File: src/rtl/nct_pkg.sv
// Package nct_pkg
// Shared command classes and die states for the cache-read tracker.
// Assumes one command byte per clock; multi-byte commands are tracked
// as prefix plus confirm byte by the top module.
package nct_pkg;

    typedef enum logic [3:0] {
        K_STATUS,   // 70h or 78h
        K_RESET,    // FFh
        K_OPEN,     // 00h, read setup prefix
        K_PLAIN,    // 30h, plain page read confirm
        K_CACHE,    // 31h, cache read (sequential alone, random after 00h)
        K_FINAL,    // 3Fh, final cache read
        K_COLSET,   // 05h, column change prefix
        K_COLGO,    // E0h, column change confirm
        K_UNKNOWN
    } cmd_kind_t;

    typedef enum logic [2:0] {
        ST_READY,
        ST_ARRAY,   // plain page read, fully busy
        ST_CBUSY,   // cache hand-over busy
        ST_FINAL,   // final page hand-over busy
        ST_RST      // reset delay
    } die_state_t;

endpackage

File: src/rtl/nct_cmd_decode.sv
// Module nct_cmd_decode
// Maps a raw command byte to a command class. Purely combinational.
// Assumes any byte outside the handled set is to be rejected later.
module nct_cmd_decode
    import nct_pkg::*;
(
    input  logic [7:0] cmd_byte,
    output cmd_kind_t  kind
);

    // Byte-to-class lookup.
    always_comb begin
        case (cmd_byte)
            8'h70, 8'h78: kind = K_STATUS;
            8'hFF:        kind = K_RESET;
            8'h00:        kind = K_OPEN;
            8'h30:        kind = K_PLAIN;
            8'h31:        kind = K_CACHE;
            8'h3F:        kind = K_FINAL;
            8'h05:        kind = K_COLSET;
            8'hE0:        kind = K_COLGO;
            default:      kind = K_UNKNOWN;
        endcase
    end

endmodule

File: src/rtl/nct_cmd_filter.sv
// Module nct_cmd_filter
// Decides whether a decoded command is legal in the current die state.
// Assumes rdy/ardy reflect the registered state of the current cycle and
// that the prefix flags record the previous accepted byte.
module nct_cmd_filter
    import nct_pkg::*;
(
    input  cmd_kind_t kind,
    input  logic      rdy,
    input  logic      ardy,
    input  logic      pre_open,
    input  logic      pre_col,
    input  logic      have_page,
    input  logic      cache_mode,
    input  logic      cache_valid,
    output logic      legal
);

    // Legality table by command class and status combination.
    always_comb begin
        case (kind)
            K_STATUS, K_RESET: legal = 1'b1;
            K_OPEN:            legal = rdy;
            K_PLAIN:           legal = rdy && ardy && pre_open;
            K_CACHE:           legal = rdy && have_page;
            K_FINAL:           legal = rdy && ardy && cache_mode;
            K_COLSET:          legal = rdy && cache_valid;
            K_COLGO:           legal = rdy && pre_col;
            default:           legal = 1'b0;
        endcase
    end

endmodule

File: src/rtl/nct_countdown.sv
// Module nct_countdown
// Loadable down-counter used for busy windows. Loading N gives exactly N
// busy cycles; near_done is high in the last busy cycle or when idle.
// Assumes load values are at least 1.
module nct_countdown #(
    parameter int CNT_W = 8
) (
    input  logic             clk,
    input  logic             rst_n,
    input  logic             load,
    input  logic             clear,
    input  logic [CNT_W-1:0] load_val,
    output logic             busy,
    output logic             near_done
);

    logic [CNT_W-1:0] cnt;

    // Count register: clear beats load beats decrement.
    always_ff @(posedge clk) begin
        if (!rst_n)            cnt <= '0;
        else if (clear)        cnt <= '0;
        else if (load)         cnt <= load_val;
        else if (cnt != '0)    cnt <= cnt - 1'b1;
    end

    assign busy      = (cnt != '0);
    assign near_done = (cnt <= CNT_W'(1));

endmodule

File: src/rtl/nand_cache_read_tracker.sv
// Module nand_cache_read_tracker
// Device-side model of one NAND die's read and cache-read state machine.
// Tracks a data-register slot and a cache-register slot as valid+page tags,
// generates ready/busy and status flags, and filters commands by state.
// Assumes one command byte per clock, page and column presented with the
// 00h and 05h bytes, and all timing parameters at least 1.
module nand_cache_read_tracker
    import nct_pkg::*;
#(
    parameter int PAGE_W = 12,
    parameter int COL_W  = 12,
    parameter int T_RD   = 20,
    parameter int T_CBSY = 4,
    parameter int T_RST  = 6
) (
    input  logic              clk,
    input  logic              rst_n,
    input  logic              cmd_valid,
    input  logic [7:0]        cmd_byte,
    input  logic [PAGE_W-1:0] page_addr,
    input  logic [COL_W-1:0]  col_addr,
    input  logic              rd_en,
    output logic              rb_n,
    output logic              sts_rdy,
    output logic              sts_ardy,
    output logic [7:0]        status_byte,
    output logic              cmd_accept,
    output logic              cmd_illegal,
    output logic              cache_valid,
    output logic [PAGE_W-1:0] cache_page,
    output logic              data_valid,
    output logic [PAGE_W-1:0] data_page,
    output logic [COL_W-1:0]  col_ptr,
    output logic [7:0]        dout
);

    localparam int T_MAX = (T_RD > T_CBSY) ? ((T_RD > T_RST) ? T_RD : T_RST)
                                           : ((T_CBSY > T_RST) ? T_CBSY : T_RST);
    localparam int CNT_W = $clog2(T_MAX + 1);

    die_state_t        state;
    cmd_kind_t         kind;
    logic              legal, take;
    logic              rdy, ardy;
    logic              pre_open, pre_col, cache_mode;
    logic [PAGE_W-1:0] pend_page, last_req, next_tgt, tgt_page;
    logic [COL_W-1:0]  pend_col;
    logic              main_load, main_busy, main_last;
    logic [CNT_W-1:0]  main_val;
    logic              bg_load, bg_clear, bg_busy, bg_last;
    logic              busy_exit;

    assign rdy  = (state == ST_READY);
    assign ardy = rdy && !bg_busy;
    assign take = cmd_valid && legal;

    nct_cmd_decode u_dec (
        .cmd_byte (cmd_byte),
        .kind     (kind)
    );

    nct_cmd_filter u_filt (
        .kind        (kind),
        .rdy         (rdy),
        .ardy        (ardy),
        .pre_open    (pre_open),
        .pre_col     (pre_col),
        .have_page   (data_valid || bg_busy),
        .cache_mode  (cache_mode),
        .cache_valid (cache_valid),
        .legal       (legal)
    );

    // Foreground timer: full-busy windows (array read, hand-over, reset).
    nct_countdown #(.CNT_W(CNT_W)) u_main_tmr (
        .clk       (clk),
        .rst_n     (rst_n),
        .load      (main_load),
        .clear     (1'b0),
        .load_val  (main_val),
        .busy      (main_busy),
        .near_done (main_last)
    );

    // Background timer: array load into the data register during cache mode.
    nct_countdown #(.CNT_W(CNT_W)) u_bg_tmr (
        .clk       (clk),
        .rst_n     (rst_n),
        .load      (bg_load),
        .clear     (bg_clear),
        .load_val  (CNT_W'(T_RD)),
        .busy      (bg_busy),
        .near_done (bg_last)
    );

    // Target page of a cache command: latched page if prefixed, else next.
    assign tgt_page = pre_open ? pend_page : (last_req + 1'b1);

    // Foreground timer load selection on accepted commands.
    always_comb begin
        main_load = 1'b0;
        main_val  = CNT_W'(T_CBSY);
        if (take) begin
            case (kind)
                K_RESET: begin main_load = 1'b1; main_val = CNT_W'(T_RST); end
                K_PLAIN: begin main_load = 1'b1; main_val = CNT_W'(T_RD);  end
                K_CACHE, K_FINAL: begin main_load = 1'b1; main_val = CNT_W'(T_CBSY); end
                default: ;
            endcase
        end
    end

    // End of a busy window; a hand-over also waits for the background load.
    always_comb begin
        case (state)
            ST_ARRAY, ST_FINAL, ST_RST: busy_exit = main_last;
            ST_CBUSY:                   busy_exit = main_last && bg_last;
            default:                    busy_exit = 1'b0;
        endcase
    end

    assign bg_clear = take && (kind == K_RESET);
    assign bg_load  = !bg_clear && busy_exit && (state == ST_CBUSY);

    // Die state, slot tags, prefixes and column pointer.
    always_ff @(posedge clk) begin
        if (!rst_n) begin
            state       <= ST_READY;
            cmd_accept  <= 1'b0;
            cmd_illegal <= 1'b0;
            pre_open    <= 1'b0;
            pre_col     <= 1'b0;
            cache_mode  <= 1'b0;
            pend_page   <= '0;
            last_req    <= '0;
            next_tgt    <= '0;
            pend_col    <= '0;
            cache_valid <= 1'b0;
            cache_page  <= '0;
            data_valid  <= 1'b0;
            data_page   <= '0;
            col_ptr     <= '0;
        end else begin
            cmd_accept  <= take;
            cmd_illegal <= cmd_valid && !legal;
            if (take && kind == K_RESET) begin
                state       <= ST_RST;
                pre_open    <= 1'b0;
                pre_col     <= 1'b0;
                cache_mode  <= 1'b0;
                cache_valid <= 1'b0;
                data_valid  <= 1'b0;
                col_ptr     <= '0;
            end else begin
                if (rd_en && rdy && cache_valid)
                    col_ptr <= col_ptr + 1'b1;
                if (bg_busy && bg_last)
                    data_valid <= 1'b1;
                if (take) begin
                    case (kind)
                        K_OPEN: begin
                            pre_open  <= 1'b1;
                            pre_col   <= 1'b0;
                            pend_page <= page_addr;
                        end
                        K_PLAIN: begin
                            state       <= ST_ARRAY;
                            pre_open    <= 1'b0;
                            pre_col     <= 1'b0;
                            last_req    <= pend_page;
                            data_page   <= pend_page;
                            data_valid  <= 1'b0;
                            cache_valid <= 1'b0;
                            cache_mode  <= 1'b0;
                        end
                        K_CACHE: begin
                            state    <= ST_CBUSY;
                            pre_open <= 1'b0;
                            pre_col  <= 1'b0;
                            last_req <= tgt_page;
                            next_tgt <= tgt_page;
                        end
                        K_FINAL: begin
                            state    <= ST_FINAL;
                            pre_open <= 1'b0;
                            pre_col  <= 1'b0;
                        end
                        K_COLSET: begin
                            pre_col  <= 1'b1;
                            pre_open <= 1'b0;
                            pend_col <= col_addr;
                        end
                        K_COLGO: begin
                            pre_col  <= 1'b0;
                            pre_open <= 1'b0;
                            col_ptr  <= pend_col;
                        end
                        default: ;
                    endcase
                end
                if (busy_exit) begin
                    state <= ST_READY;
                    case (state)
                        ST_ARRAY: begin
                            data_valid  <= 1'b1;
                            cache_valid <= 1'b1;
                            cache_page  <= data_page;
                            col_ptr     <= '0;
                        end
                        ST_CBUSY: begin
                            cache_valid <= 1'b1;
                            cache_page  <= data_page;
                            col_ptr     <= '0;
                            data_page   <= next_tgt;
                            data_valid  <= 1'b0;
                            cache_mode  <= 1'b1;
                        end
                        ST_FINAL: begin
                            cache_valid <= 1'b1;
                            cache_page  <= data_page;
                            col_ptr     <= '0;
                            data_valid  <= 1'b0;
                            cache_mode  <= 1'b0;
                        end
                        default: ;
                    endcase
                end
            end
        end
    end

    assign rb_n        = rdy;
    assign sts_rdy     = rdy;
    assign sts_ardy    = ardy;
    assign status_byte = {1'b0, rdy, ardy, 5'b0};
    assign dout        = 8'(cache_page) + 8'(col_ptr);

endmodule

File: config.mk
export PLATFORM = sky130hd
export DESIGN_NAME = nand_cache_read_tracker
export DESIGN_NICKNAME = d
export VERILOG_FILES = /design/src/rtl/nct_pkg.sv /design/src/rtl/nct_cmd_decode.sv /design/src/rtl/nct_cmd_filter.sv /design/src/rtl/nct_countdown.sv /design/src/rtl/nand_cache_read_tracker.sv
export SDC_FILE = /design/constraint.sdc
export NUM_CORES = 1
export LEC_CHECK = 0
export BUFFER_PORTS_ARGS = -buffer_cell sky130_fd_sc_hd__buf_2
export CORE_MARGIN = 1
export CORE_UTILIZATION = 40
export DETAILED_ROUTE_END_ITERATION = 12
export PLACE_DENSITY_LB_ADDON = 0.12
export SYNTH_ARGS = -nofsm -noshare
export SYNTH_HDL_FRONTEND = slang
export SYNTH_SLANG_ARGS = --single-unit
File: constraint.sdc
create_clock -name clk -period 7.7 [get_ports clk]
set_input_delay 0.385 -clock clk [delete_from_list [all_inputs] [get_ports clk]]
set_output_delay 0.385 -clock clk [all_outputs]
set_load 0.01 [all_outputs]
==> summary.md <==
| Metric | Value |
|---|---|
| Fin cells | 911 |
| WS Path Type | flop to flop |
| Synth Area in Adders | 3.22% |
| Crit path DAT | 3.55 ns |
| Reg-to-Reg End | next_tgt[10] |
| RSZ-0062 raised after global routing | no |
| Async S/R FF share, synth | 0% |
| Core area | between 0.01 and 0.015 mm^2 |
| Hold-fix buffers, CTS | 0 |
| Crit Path Max Fanout | 12 |
| Initial drt markers | ~300 |
| Num rows | 43 |
| Max Cap Violations | 0 |
| Multiplexer area fraction after synthesis | 11.2% |
| Register Area | around 0.0021 mm^2 |
| Reg2reg start | u_bg_tmr.cnt[0] |
| Clk_lat worst skew | 0.35 ns |
| Worst Path Buf+Inv | 1 |
| Worst hold path class | input port to flop |
| GRT overflow | 0 |
| Worst path slowest cell | or4b_1 |
| TritonCTS clock tree | done |
| Max-slew violations | 0 |
| Final period utilization | between 40 and 50% |
| Routed WL per cell | 16.1 um |
| Detailed Routing Iterations Pass 1 | 5 |
| XOR/XNOR Fraction of Synth Area | under 10% |
| Setup bufs post-CTS | 0 |
| Ports | 95 |
| H-tree depth | 3 |
| CP delay by family, top | simple AND/OR/NAND/NOR gates |
| CTS Sinks | 104 |
| Worst Setup SP | u_bg_tmr.cnt[0] |
| Syn Inst Count | 665 |
| Die area | between 0.01 and 0.015 mm^2 |
| Leading cell type in the layout, fill and taps excluded | nand2_1 |
| Leak | between 0.002 and 0.003 uW |
| TNS Setup | 0 ns |
| Cell Pwr Density | roughly 200 mW/mm^2 |
| Clk_skew | about 0.0081 ns |
| Startpoint type of the worst setup path | flop |
| Final instance area | around 0.0065 mm^2 |
| Largest net degree at the start of global routing | between 80 and 90 |
| Combined area of the multi-input logic cells | between 0.003 and 0.004 mm^2 |
| F_max | 0.302 GHz |
| Cell Chain, Critical Path | inv_1, ha_1, or4b_1, a311o_1, o21ai_2, o211a_4, nand2_2, nand3_1, mux2_2 |
| Worst Reg-to-Reg Cells | 9 |
| Synth-to-layout area growth | 13.8% |
| Yosys cell types | 67 |
| Post-cts resize count | 0 |
| Total CTS buffers | 9 |
| Detailed Route WL | 14,700 um |
| CP Capture Type | flop |
| Port Buffers | 88 |
| Max clock buf depth | 2 |
| Initial core utilization | approximately two fifths |
| EDFF count, synth | 0 |
| Largest family of logic cells by synthesized area | simple AND/OR/NAND/NOR gates |
| Detailed-route DRC error count | 0 |
| Synth Area in Compound Gates | between 15 and 20% |
| Least-Margin Pin Slew | 1.10 ns |
| Primary FF master, synth | dfxtp_1 |
| Post-route ant nets | 0 |
| Clock root buffer | clkbuf_16 |
| DR vias/cell | between 5 and 6 |
| Clock-pin slew on the worst setup and hold paths | ~0.070 ns |
| Synth warn | 0 |
| Number of global-route vias before repair | 4,630 |
| Final min period | 3.31 ns |
| WHS | about 0.28 ns |
| Commonest cells after routing, fill and taps aside | 110 x nand2_1, 104 x dfxtp_1, 88 x buf_2, 61 x mux2i_1, 56 x nor2_1 |
| Number of diodes | 0 |
| Setup violators final | 0 |
| Max incr delay on CP | about 0.60 ns |
| Die Wd | around 120 um |
| Sequential-to-total area share from yosys stat | 36.7% |
| Simple-gate share of the synthesized area | 21.7% |
| Final Hold Fails | 0 |
| Die Y | roughly 120 um |
| Outcome | completed |
| Max-slew headroom | around a quarter |
| WP data required | 7.94 ns |
| Yosys reg bits | 104 |
| Mean Syn Cell Area | approximately 8.5 um^2 |
| Global-route wire length before repair | approximately 24,000 um |
| Total Routing Usage GR | between 20% and 30% |
| Worst Hold Launch | col_addr[6] |
| GP Congestion | between 0.8 and 0.9 |
| Fraction of layout cells with a size suffix above 1 | between 15 and 20% |
| R2R Setup Slk | approximately 4.4 ns |
| DP Area | about 0.006 mm^2 |
| Critical path depth in cells | 9 |
| Post-DP HPWL | about 11,000 um |
| Power Total | between 1000 and 1500 uW |
| Initial antenna violation count | 0 |
| Syn Std Cell Area | ~0.0057 mm^2 |
| Placed Cells | 895 |
| Routed vias | approximately 5,000 |
| Number of fill cells in the layout | about 1,400 |
| Worst VDD drop | about 130 uV |
| Final #Nets | around 780 |
| Worst setup path end | next_tgt[10] |
==> tightest hold or removal path, cell delays in order <==
cell     delay, ns
buf_2         0.10
nand2_1       0.04
mux2i_1       0.05
==> worst min-delay path by stage <==
stage,end,slack [ns],cells after the start
2_1_floorplan,pre_col,0.42,2
3_3_place_gp,pend_col[10],0.45,2
3_5_place_dp,pre_col,0.45,2
4_1_cts,pend_page[5],0.26,3
5_1_grt,pend_page[5],0.27,3
6_report,pend_col[6],0.28,3
==> metal layers <==
layer,wire (um),track usage [%],vias to the layer above,part of all wire (%)
met5,0,0,-,0
met4,234,5.86,0,1.6
met3,819,4.18,17,5.6
met2,6450,32.6,150,44
met1,7160,28.8,2283,49
li1,-,-,2446,-
==> metrics by stage <==
step | setup slack (ns) | util (%)
3_3_place_gp | 4.30 | 44.2
2_1_floorplan | 5.09 | -
4_1_cts | 4.40 | 46.7
3_5_place_dp | 4.19 | 44.2
6_report | 4.39 | 46.7
5_1_grt | 4.11 | 46.7
==> flip-flops by register name, summed over array words and instances (netlist names), 5 cells and up <==
signal and count:
pend_page 12, next_tgt 12, data_page 12, col_ptr 12, cache_page 12, pend_col 12, last_req 12, u_bg_tmr.cnt 5
u_main_tmr.cnt 5
==> logic make-up after synthesis <==
family,Yosys count
other cells,1
compound gates,131
fa+ha+maj,14
mux,63
buf+inv,62
flops,104
xor+xnor,35
simple gates,255
==> cell usage after synthesis, types with 3 or more instances <==
master      n  area (um^2)
or3_1       7         43.8
clkbuf_1   24         90.1
a21o_1      3         22.5
o22ai_1    13         81.3
a31oi_1     3         18.8
ha_1       13          163
nor4_1      4         25.0
nor3b_1     3         22.5
buf_2       5         25.0
o221a_2     3         33.8
nand3_1     9         45.0
xnor2_1    21          184
nor3_1     18         90.1
nand2b_1   12         75.1
nor2_1     56          210
buf_4      10         75.1
and3_1      6         37.5
o21a_1      4         30.0
nand4_1     7         43.8
o22a_1      5         43.8
dfxtp_1   104         2080
o221a_1     7         78.8
mux2i_1    61          611
buf_6       7         78.8
nand2_1   110          413
o211ai_1    7         52.6
a21oi_1    32          160
inv_1      13         48.8
xor2_1     14          123
o21ai_0    30          150
==> area by class of cell <==
| type | count | share of cell area (%) |
|---|---|---|
| Sequential cell | 104 | 32.3 |
| Inverter | 15 | 0.873 |
| Clock buffer | 10 | 3.55 |
| Multi-Input combinational cell | 504 | 50.9 |
| Clock inverter | 6 | 1.67 |
| Tap cell | 180 | 3.49 |
| Timing Repair Buffer | 92 | 7.29 |
==> where the power goes <==
group | internal (uW) | switching, uW | total [uW]
clock network | 317 | 199 | 516
logic | 90.0 | 125 | 215
registers | 558 | 23.1 | 581
total | 965 | 347 | 1310
No activity file was read; power rests on OpenSTA's default activity.
